`src/rtl/thr_search_pkg.sv`:
```
package thr_search_pkg;
  typedef enum logic {
    MODE_SAR  = 1'b0,
    MODE_RAMP = 1'b1
  } srch_mode_e;
endpackage

```
`src/rtl/thr_settle_timer.sv`:
```
module thr_settle_timer #(
  parameter int SETTLE_CYC = 3
) (
  input  logic clk,
  input  logic rst,
  input  logic restart,
  input  logic run,
  output logic fire
);
  localparam int CW = (SETTLE_CYC < 1) ? 1 : $clog2(SETTLE_CYC + 1);
  localparam logic [CW-1:0] LIMIT = CW'(SETTLE_CYC);

  logic [CW-1:0] cnt_q;

  assign fire = run && !restart && (cnt_q == LIMIT);

  always_ff @(posedge clk) begin
    if (rst || restart || fire) cnt_q <= '0;
    else if (run)               cnt_q <= cnt_q + 1'b1;
  end


  cnt_bound_chk: assert property (@(posedge clk) disable iff (rst)
    cnt_q <= LIMIT);
endmodule

```
`src/rtl/thr_sar_step.sv`:
```
module thr_sar_step #(
  parameter int DAC_W = 12,
  parameter int BW    = 4
) (
  input  logic [DAC_W-1:0] cur_code,
  input  logic [BW-1:0]    bit_idx,
  input  logic             cmp_hi,
  output logic [DAC_W-1:0] decided,
  output logic [DAC_W-1:0] next_code,
  output logic             last
);
  logic [DAC_W-1:0] mask;

  for (genvar g = 0; g < DAC_W; g++) begin : g_mask
    assign mask[g] = (bit_idx == BW'(g));
  end

  always_comb begin
    decided   = cmp_hi ? (cur_code & ~mask) : cur_code;
    next_code = decided | (mask >> 1);
    last      = (bit_idx == '0);
  end


  sar_onehot_chk: assert final ($onehot0(mask));
endmodule

```
`src/rtl/thr_ramp_step.sv`:
```
module thr_ramp_step #(
  parameter int DAC_W    = 12,
  parameter int RAMP_MAX = 3276
) (
  input  logic [DAC_W-1:0] cur_code,
  output logic [DAC_W-1:0] next_code,
  output logic             at_max
);
  localparam logic [DAC_W-1:0] CEIL = DAC_W'(RAMP_MAX);

  assign at_max    = (cur_code >= CEIL);
  assign next_code = cur_code + 1'b1;
endmodule

```
`src/rtl/thr_search_ctrl.sv`:
```
module thr_search_ctrl
  import thr_search_pkg::*;
#(
  parameter int DAC_W      = 12,
  parameter int WID_W      = 8,
  parameter int REF_W      = 16,
  parameter int SETTLE_CYC = 3,
  parameter int RAMP_MAX   = 3276,
  parameter int NA_PER_UM  = 10,
  parameter int SAR_TARGET = 1000
) (
  input  logic             clk,
  input  logic             rst,
  input  logic             start,
  input  logic             mode,
  input  logic [WID_W-1:0] width_um,
  input  logic             cmp_hi,
  output logic [DAC_W-1:0] dac_code,
  output logic [REF_W-1:0] cmp_ref,
  output logic             done,
  output logic [DAC_W-1:0] result,
  output logic             limit_hit
);
  localparam int BW = (DAC_W < 2) ? 1 : $clog2(DAC_W);
  localparam logic [DAC_W-1:0] SAR_SEED = DAC_W'(1) << (DAC_W - 1);
  localparam logic [REF_W-1:0] TGT_REF  = REF_W'(SAR_TARGET);
  localparam logic [REF_W-1:0] PER_UM   = REF_W'(NA_PER_UM);

  logic             busy_q, done_q, lim_q;
  srch_mode_e       mode_q;
  logic [DAC_W-1:0] dac_q, res_q;
  logic [BW-1:0]    bit_q;
  logic [REF_W-1:0] ref_q;

  logic             accept, fire;
  logic [DAC_W-1:0] sar_decided, sar_next, ramp_next;
  logic             sar_last, ramp_at_max;

  assign accept = start && !busy_q;

  thr_settle_timer #(.SETTLE_CYC(SETTLE_CYC)) u_timer (
    .clk(clk), .rst(rst), .restart(accept), .run(busy_q), .fire(fire)
  );

  thr_sar_step #(.DAC_W(DAC_W), .BW(BW)) u_sar (
    .cur_code(dac_q), .bit_idx(bit_q), .cmp_hi(cmp_hi),
    .decided(sar_decided), .next_code(sar_next), .last(sar_last)
  );

  thr_ramp_step #(.DAC_W(DAC_W), .RAMP_MAX(RAMP_MAX)) u_ramp (
    .cur_code(dac_q), .next_code(ramp_next), .at_max(ramp_at_max)
  );

  always_ff @(posedge clk) begin
    if (rst) begin
      busy_q <= 1'b0;
      done_q <= 1'b0;
      lim_q  <= 1'b0;
      mode_q <= MODE_SAR;
      dac_q  <= '0;
      res_q  <= '0;
      bit_q  <= '0;
      ref_q  <= '0;
    end else begin
      done_q <= 1'b0;
      if (accept) begin
        busy_q <= 1'b1;
        lim_q  <= 1'b0;
        mode_q <= srch_mode_e'(mode);
        if (srch_mode_e'(mode) == MODE_SAR) begin
          dac_q <= SAR_SEED;
          bit_q <= BW'(DAC_W - 1);
          ref_q <= TGT_REF;
        end else begin
          dac_q <= '0;
          ref_q <= REF_W'(width_um) * PER_UM;
        end
      end else if (busy_q && fire) begin
        if (mode_q == MODE_SAR) begin
          if (sar_last) begin
            dac_q  <= sar_decided;
            res_q  <= sar_decided;
            done_q <= 1'b1;
            busy_q <= 1'b0;
          end else begin
            dac_q <= sar_next;
            bit_q <= bit_q - 1'b1;
          end
        end else begin
          if (cmp_hi) begin
            res_q  <= dac_q;
            done_q <= 1'b1;
            busy_q <= 1'b0;
          end else if (ramp_at_max) begin
            res_q  <= dac_q;
            lim_q  <= 1'b1;
            done_q <= 1'b1;
            busy_q <= 1'b0;
          end else begin
            dac_q <= ramp_next;
          end
        end
      end
    end
  end

  assign dac_code  = dac_q;
  assign cmp_ref   = ref_q;
  assign done      = done_q;
  assign result    = res_q;
  assign limit_hit = lim_q;


  done_pulse_chk: assert property (@(posedge clk) disable iff (rst)
    done_q |=> !done_q);


  settle_stable_chk: assert property (@(posedge clk) disable iff (rst)
    (busy_q && !fire) |=> $stable(dac_q));


  ramp_mono_chk: assert property (@(posedge clk) disable iff (rst)
    (busy_q && mode_q == MODE_RAMP) |=> (dac_q >= $past(dac_q)));


  ramp_ceiling_chk: assert property (@(posedge clk) disable iff (rst)
    (busy_q && mode_q == MODE_RAMP) |-> (dac_q <= DAC_W'(RAMP_MAX)));


  limit_done_chk: assert property (@(posedge clk) disable iff (rst)
    $rose(lim_q) |-> done_q);


  busy_start_chk: assert property (@(posedge clk) disable iff (rst)
    (busy_q && start) |=> $stable(ref_q));
endmodule

```
`config.mk`:
```
export PLATFORM = sky130hd
export DESIGN_NAME = thr_search_ctrl
export DESIGN_NICKNAME = d
export VERILOG_FILES = /design/src/rtl/thr_search_pkg.sv /design/src/rtl/thr_settle_timer.sv /design/src/rtl/thr_sar_step.sv /design/src/rtl/thr_ramp_step.sv /design/src/rtl/thr_search_ctrl.sv
export SDC_FILE = /design/constraint.sdc
export NUM_CORES = 1
export LEC_CHECK = 0
export ABC_CLOCK_PERIOD_IN_PS = 5000
export CAP_MARGIN = 30
export CORE_ASPECT_RATIO = 0.7
export CORE_MARGIN = 3
export CORE_UTILIZATION = 43
export CTS_CLUSTER_SIZE = 12
export DETAILED_ROUTE_END_ITERATION = 10
export DONT_BUFFER_PORTS = 1
export PLACE_DENSITY_LB_ADDON = 0.05
export REMOVE_ABC_BUFFERS = 1
export SYNTH_ARGS = -nofsm -noshare
export SYNTH_HDL_FRONTEND = slang
export SYNTH_SLANG_ARGS = --single-unit
```
`constraint.sdc`:
```
create_clock -name clk -period 5 [get_ports clk]
set_clock_uncertainty 0.1 [all_clocks]
set_input_delay 0.25 -clock clk [delete_from_list [all_inputs] [get_ports clk]]
set_output_delay 0.25 -clock clk [all_outputs]
set_load 0.02 [all_outputs]
```
==> results of run 1 <==
[cell families after synthesis]
logic type               share of synthesized area
AO/OA/AOI/OAI                               0.2336
XOR/XNOR                                  0.005936
adder cells (fa/ha/maj)                    0.08733
buffers and inverters                      0.06824
flip-flops                                  0.3052
multiplexers                               0.04790
other                                     0.001271
AND/OR/NAND/NOR                             0.2505
[layout by cell type, fill, tap and decap left out, types with 3 or more instances in the layout]
master,count
a211oi_1,7
a21oi_1,18
a221oi_1,3
a22oi_1,4
a311oi_1,4
a31oi_1,5
and2_1,4
and3_1,9
buf_4,3
clkbuf_8,6
conb_1,5
dfxtp_1,45
dlygate4sd3_1,3
ha_1,19
inv_1,11
mux2i_1,13
nand2_1,38
nand2b_1,4
nand3_1,18
nand3b_1,5
nand4_1,3
nand4b_1,6
nor2_1,13
nor2b_1,8
nor3_1,10
nor4_1,3
o211a_1,3
o211ai_1,4
o21ai_0,12
o22ai_1,3
o31a_1,4
o32ai_1,3
[registers in the layout (all words and copies together) (netlist names)]
register and flops:
cmp_ref 11, result 12, limit_hit 1, done 1, dac_code 12, u_timer.cnt_q 2
bit_q 4, busy_q 1, mode_q 1
[per-stage QoR]
| step | area (sq um) | std cells | util | setup WS, ps |
|---|---|---|---|---|
| after CTS | 3059 | 430 | 0.4761 | 2522 |
| after floorplan | 2806 | 326 | - | 2675 |
| final | 3059 | 430 | 0.4761 | 2538 |
| after detailed placement | 2943 | 420 | 0.4579 | 2535 |
| after global placement | 2943 | 420 | 0.4579 | 2572 |
| after global routing | 3059 | 430 | 0.4761 | 2414 |
[cells in the mapped netlist, types with 5 or more instances]
cell and instances:
dfxtp_1 45, nand2_1 38, clkbuf_1 22, ha_1 19, a21oi_1 18, nand3_1 18
mux2i_1 13, nor2_1 13, o21ai_0 12, inv_1 11, nor3_1 10, and3_1 9
nor2b_1 8, a211oi_1 7, buf_4 7, nand4b_1 6, a31oi_1 5, nand3b_1 5
[area by class of cell]
type | count | area, sq um
Fill cell | 659 | 3367
Multi-Input combinational cell | 270 | 1864
Sequential cell | 45 | 900.9
Tap cell | 91 | 113.9
Clock buffer | 7 | 86.33
Timing Repair Buffer | 6 | 52.55
Inverter | 11 | 41.29
[metal layers]
metal  routed length, um  part of all wire
met5                   0                 0
met1                4552              0.53
met4                 109             0.013
met3                 749             0.087
met2                3201              0.37
[power breakdown]
group,switching (mW),internal (mW)
Sequential,0.0200,0.368
Combinational,0.0696,0.0425
Clock,0.132,0.110
Total,0.221,0.521
[critical path: stages, from the launching register on]
cell	delay, ps
dfxtp_1	510
a211oi_2	400
o211ai_1	250
a31oi_4	690
mux2_2	400
[worst max-delay path by stage]
stage	from	endpoint	cells past startpoint
after floorplan	mode_q$_SDFFE_PP0P_	result[8]$_SDFFE_PP0P_	4
after global placement	dac_code[2]$_SDFFE_PP0P_	result[8]$_SDFFE_PP0P_	4
after detailed placement	dac_code[2]$_SDFFE_PP0P_	result[8]$_SDFFE_PP0P_	4
after CTS	dac_code[2]$_SDFFE_PP0P_	result[8]$_SDFFE_PP0P_	4
after global routing	dac_code[2]$_SDFFE_PP0P_	result[8]$_SDFFE_PP0P_	4
final	dac_code[2]$_SDFFE_PP0P_	result[8]$_SDFFE_PP0P_	4
[repair_timing]
item | 4_1_cts | 5_1_grt
hold buffers | 3 | 0
endpoints found under the hold margin | 15 | 0
endpoints found under the setup margin | 0 | 0
==> run summary, run 1 <==
Outcome: finished, final reports clean
Seq/Total Area, Yosys: 0.3052
GR peak layer: met1
Post-DRT Antenna Nets: 0
DP HPWL: 5742 um
DRC errors left: 0
Num ports: 55
Number of DRC markers in iteration 0: 261
Distinct cell type count after synthesis: 67
Ys flop type: dfxtp_1
Synthesis-to-layout area growth: 3.645%
Synth warn: 0
Crit Path Class: reg2reg
Clock transition at the registers of the reported paths: 90 ps
Initial Util: 0.4593
GR met3 Demand/Resource: 0.05419
Total power: 0.7422 mW
Ys async rst share: 0
Post-CTS sizing: 0
Worst hold start: width_um[1]
Gpl congestion: 0.8744
Maximum VDD drop: 0.1039 mV
Max-slew violations: 0
Vias per inst: 6.233
Worst hold slack: 7.246 ps
Max Cap Viol: 0
Reg2reg path depth: 4
Largest cells by area after synthesis: dfxtp_1, ha_1, nand2_1, mux2i_1, a21oi_1
Highest Clock Rate: 0.4062 GHz
Largest net degree at the start of global routing: 35
Nets: 372
Final Hold Fails: 0
Power density over cell area: 242.6 nW/um^2
Post-CTS Setup Repair Bufs: 0
Via count: 2680
Port Buf Inserts: 0
Flop-to-flop setup slack: 2540 ps
Max Fanout on Critical Path: 14
Share of cells above drive strength 1: 0.05310
Clock Sinks: 45
CTS root buffer: clkbuf_8
Crit end category: register
Num CTS Buffers: 5
Global-route wire length before repair: 13670 um
Core Area: 6426 sq um
CTS tree: built
DR WL/cell: 20.03 um
Grt met2 use: 0.2928
Met1 Track Usage GR: 0.3467
Worst hold stages: 2
Die H: 75.32 um
Final period utilization: 0.4923
Unrepaired setup endpoints after global routing: no
Setup violations, final: 0
GR Util All Layers: 0.2204
Post-synth EDFFs: 0
HP Class: in2reg
Post-Syn Instances: 355
Reg-to-reg endpoint: result[8]$_SDFFE_PP0P_
Worst Max-Slew Pin Slew: 921.3 ps
FF-to-FF Start: dac_code[2]$_SDFFE_PP0P_
Diode count: 0
Row Count: 24
Worst-Skew Late Latency: 310 ps
Mean area per synthesized cell: 8.314 sq um
Initial antenna violation count: 0
Min Tclk post-route: 2462 ps
Area share of the largest cell type after synthesis: 0.3052
Die area: 7910 sq um
Bufs on Longest Clock Path: 2
Total wire length: 8612 um
LEAKAGE: 1.155 nW
Hold endpoint: cmp_ref[2]$_SDFFE_PP0P_
Sum Neg Setup Slack: 0 ps
DRT Pass-1 Iters: 4
Critical path arrival: 2570 ps
H-Tree Depth: 2
Max-slew headroom: 0.3845
Synthesized flop and latch total: 45
Grt ovf: 0
Die Wd: 105.0 um
Vias in the first global route: 2424
Cell taking the most area after synthesis: dfxtp_1
Worst EP required: 5110 ps
Startpoint Class: register
Mapped Area: 2952 sq um
Power figures use the tool's default switching activity.
==> run 2: changes to the inputs <==
--- a/config.mk
+++ b/config.mk
@@ -5,7 +5,7 @@
 export SDC_FILE = /design/constraint.sdc
 export NUM_CORES = 1
 export LEC_CHECK = 0
-export ABC_CLOCK_PERIOD_IN_PS = 5000
+export ABC_CLOCK_PERIOD_IN_PS = 2200
 export CAP_MARGIN = 30
 export CORE_ASPECT_RATIO = 0.7
 export CORE_MARGIN = 3
==> constraint.sdc (replaced) <==
create_clock -name clk -period 2.2 [get_ports clk]
set_clock_uncertainty 0.1 [all_clocks]
set_input_delay 0.11 -clock clk [delete_from_list [all_inputs] [get_ports clk]]
set_output_delay 0.11 -clock clk [all_outputs]
set_load 0.02 [all_outputs]
==> run 2 against run 1 <==
Against the previous run: non-clock buffer count grew 33; maximum frequency up 21%; combinational power rose to 2.6 times the previous value; sequential power up 130%; setup slack got worse by 2400 ps; sequential share of layout area down 2.5 points; die area unchanged; largest power group unchanged; first-iteration DRC count down 25%; power increased by 130%.
==> run summary, run 2 (synthesis results as in run 1) <==
Port Buf Inserts: 0 (unchanged)
Max Cap Viol: 0 (unchanged)
Final setup margin: 169.6 ps (-2369 ps)
Multi-input combinational cell area: 1864 sq um (unchanged)
Comb power frac: 0.174 (+0.023)
Maximum VDD drop: 0.2150 mV (+110%)
Vias per inst: 6.080 (-2.5%)
Vias in the first global route: 2617 (+8.0%)
Highest Clock Rate: 0.4925 GHz (+21%)
DRC errors left: 0 (unchanged)
Clock Power Share: 0.309 (-0.017)
Crit Path Class: reg2reg
Num ports: 55 (unchanged)
Global-route wire length before repair: 14550 um (+6.5%)
Crit end category: register
Row Count: 24 (unchanged)
Unrepaired setup endpoints after global routing: no
Grt ovf: 0 (unchanged)
Bufs on Longest Clock Path: 2 (unchanged)
Die area: 7910 sq um (unchanged)
Core Area: 6426 sq um (unchanged)
Max-slew headroom: 0.5373 (+0.1528)
Die H: 75.32 um (unchanged)
Worst EP required: 2330 ps (-2780 ps)
Synthesis-to-layout area growth: 13.10%
Worst Max-Slew Pin Slew: 691.8 ps (-229.5 ps)
Critical-path cell list: nand3_2 > or3_1 > or4b_1 > a31oi_1
GR Util All Layers: 0.2339 (+0.01351)
Gpl congestion: 0.8897 (+1.7%)
Post-layout instance area: 3338 sq um (+9.1%)
Most frequent cells in the layout: dfxtp_1, nand2_1, buf_4
Switching part of the total power: 0.3041 (+0.005669)
Outcome: finished, final reports clean
DRT Pass-1 Iters: 8 (+4)
Max-slew violations: 0 (unchanged)
Largest net degree at the start of global routing: 31 (-11%)
Power density over cell area: 507.4 nW/um^2 (+110%)
Total wire length: 9117 um (+5.9%)
CTS root buffer: clkbuf_8
Final period utilization: 0.9229 (+0.4306)
Worst-Skew Late Latency: 300 ps (about the same)
Critical path arrival: 2160 ps (-410 ps)
DR WL/cell: 19.65 um (-1.9%)
Register Area: 900.9 sq um (unchanged)
Area after DPL: 3186 sq um (+8.2%)
Critical path buffers and inverters: 0 (unchanged)
Total power: 1.694 mW (+130%)
Startpoint Class: register
Setup WS pre-CTS: 179.1 ps (-2356 ps)
Number of DRC markers in iteration 0: 195 (-25%)
HP Class: in2reg
CTS tree: built
Nets: 405 (+8.9%)
Die Wd: 105.0 um (unchanged)
Num CTS Buffers: 5 (unchanged)
Sw Pwr: 0.5150 mW (+130%)
Share of cells above drive strength 1: 0.1287 (+0.07559)
Max Fanout on Critical Path: 8 (-6)
Most common cell after layout, fill and taps aside: dfxtp_1
Clock transition at the registers of the reported paths: 90 ps (about the same)
Via count: 2821 (+5.3%)
Slowest-stage cell, CP: or4b_1
Min Tclk post-route: 2030 ps (-431.2 ps)
H-Tree Depth: 2 (unchanged)
DP HPWL: 6536 um (+14%)
Diode count: 0 (unchanged)
Post-DRT Antenna Nets: 0 (unchanged)
Reg power frac: 0.517 (-0.006)
Crit-path leading delay family: simple AND/OR/NAND/NOR gates
Initial Util: 0.4593 (unchanged)
Int Pwr: 1.179 mW (+130%)
Initial antenna violation count: 0 (unchanged)
Post-CTS sizing: 0 (unchanged)
Clock Sinks: 45 (unchanged)
LEAKAGE: 1.331 nW (+15%)
Crit-path max cell delay: 540 ps (-150 ps)
# fillers: 656 (-0.46%)
Final Hold Fails: 0 (unchanged)
Setup violations, final: 0 (unchanged)
## run 2: cell count changes in the layout (fill, tap and decap cells not counted), sizes merged
cell | previous run | this run
buf | 3 | 32
clkbuf | 7 | 6
clkinv | 0 | 2
dlygate4sd3 | 3 | 7
## run 2: path summary, 6_finish.rpt
path | from | end | slack, ps | depth (start not counted)
hold / removal | width_um[2] | cmp_ref[3]$_SDFFE_PP0P_ | 4 | 3
hold reg to reg | u_timer.cnt_q[1]$_SDFFE_PP0P_ | u_timer.cnt_q[1]$_SDFFE_PP0P_ | 380 | 2
setup reg to reg | dac_code[2]$_SDFFE_PP0P_ | dac_code[11]$_SDFFE_PP0P_ | 170 | 4
setup / recovery | dac_code[2]$_SDFFE_PP0P_ | dac_code[11]$_SDFFE_PP0P_ | 170 | 4
## run 2: timing repair
item                                   4_1_cts  5_1_grt
hold buffers                                 7        0
endpoints found under the hold margin       18        0
setup buffers                                0        0
## run 2: stage by stage
step	utilization	TNS, ps	hold slack (ps)	instances
detailed placement	0.4957	0	87.93	449
CTS	0.5195	0	5.088	464
global route	0.5195	0	12.72	464
finish	0.5195	0	4.339	464
floorplan	-	-124.5	79.07	326
global placement	0.4957	0	85.57	449
## run 2: power by group through the flow
| stage | registers, mW | logic (mW) | clock network, mW |
|---|---|---|---|
| 2_1_floorplan | 0.898 | 0.178 | 0 |
| 6_report | 0.875 | 0.295 | 0.524 |
| 3_3_place_gp | 0.894 | 0.275 | 0 |
| 3_5_place_dp | 0.894 | 0.275 | 0 |
| 4_1_cts | 0.875 | 0.293 | 0.536 |
| 5_1_grt | 0.878 | 0.328 | 0.569 |
## run 2: routing by layer
layer / wire (um) / global-route usage / share of wire / up-vias
met1: 4801 / 0.3533 / 0.53 / 1350
met5: 0 / 0 / 0 / -
met2: 3452 / 0.3298 / 0.38 / 107
met3: 823 / 0.07197 / 0.090 / 6
met4: 39 / 0.03930 / 0.0043 / 0
li1: - / - / - / 1358
## run 2: final cells by class
class,count,share of cell area
Multi-Input combinational cell,270,0.5585
Sequential cell,45,0.2699
Timing Repair Buffer,39,0.1004
Tap cell,91,0.03411
Clock buffer,6,0.02174
Inverter,11,0.01237
Clock inverter,2,0.002999
## run 2: tightest hold or removal path, cell delays in order
cell	delay, ps
ha_1	100
nor3b_1	40
nor3_1	110
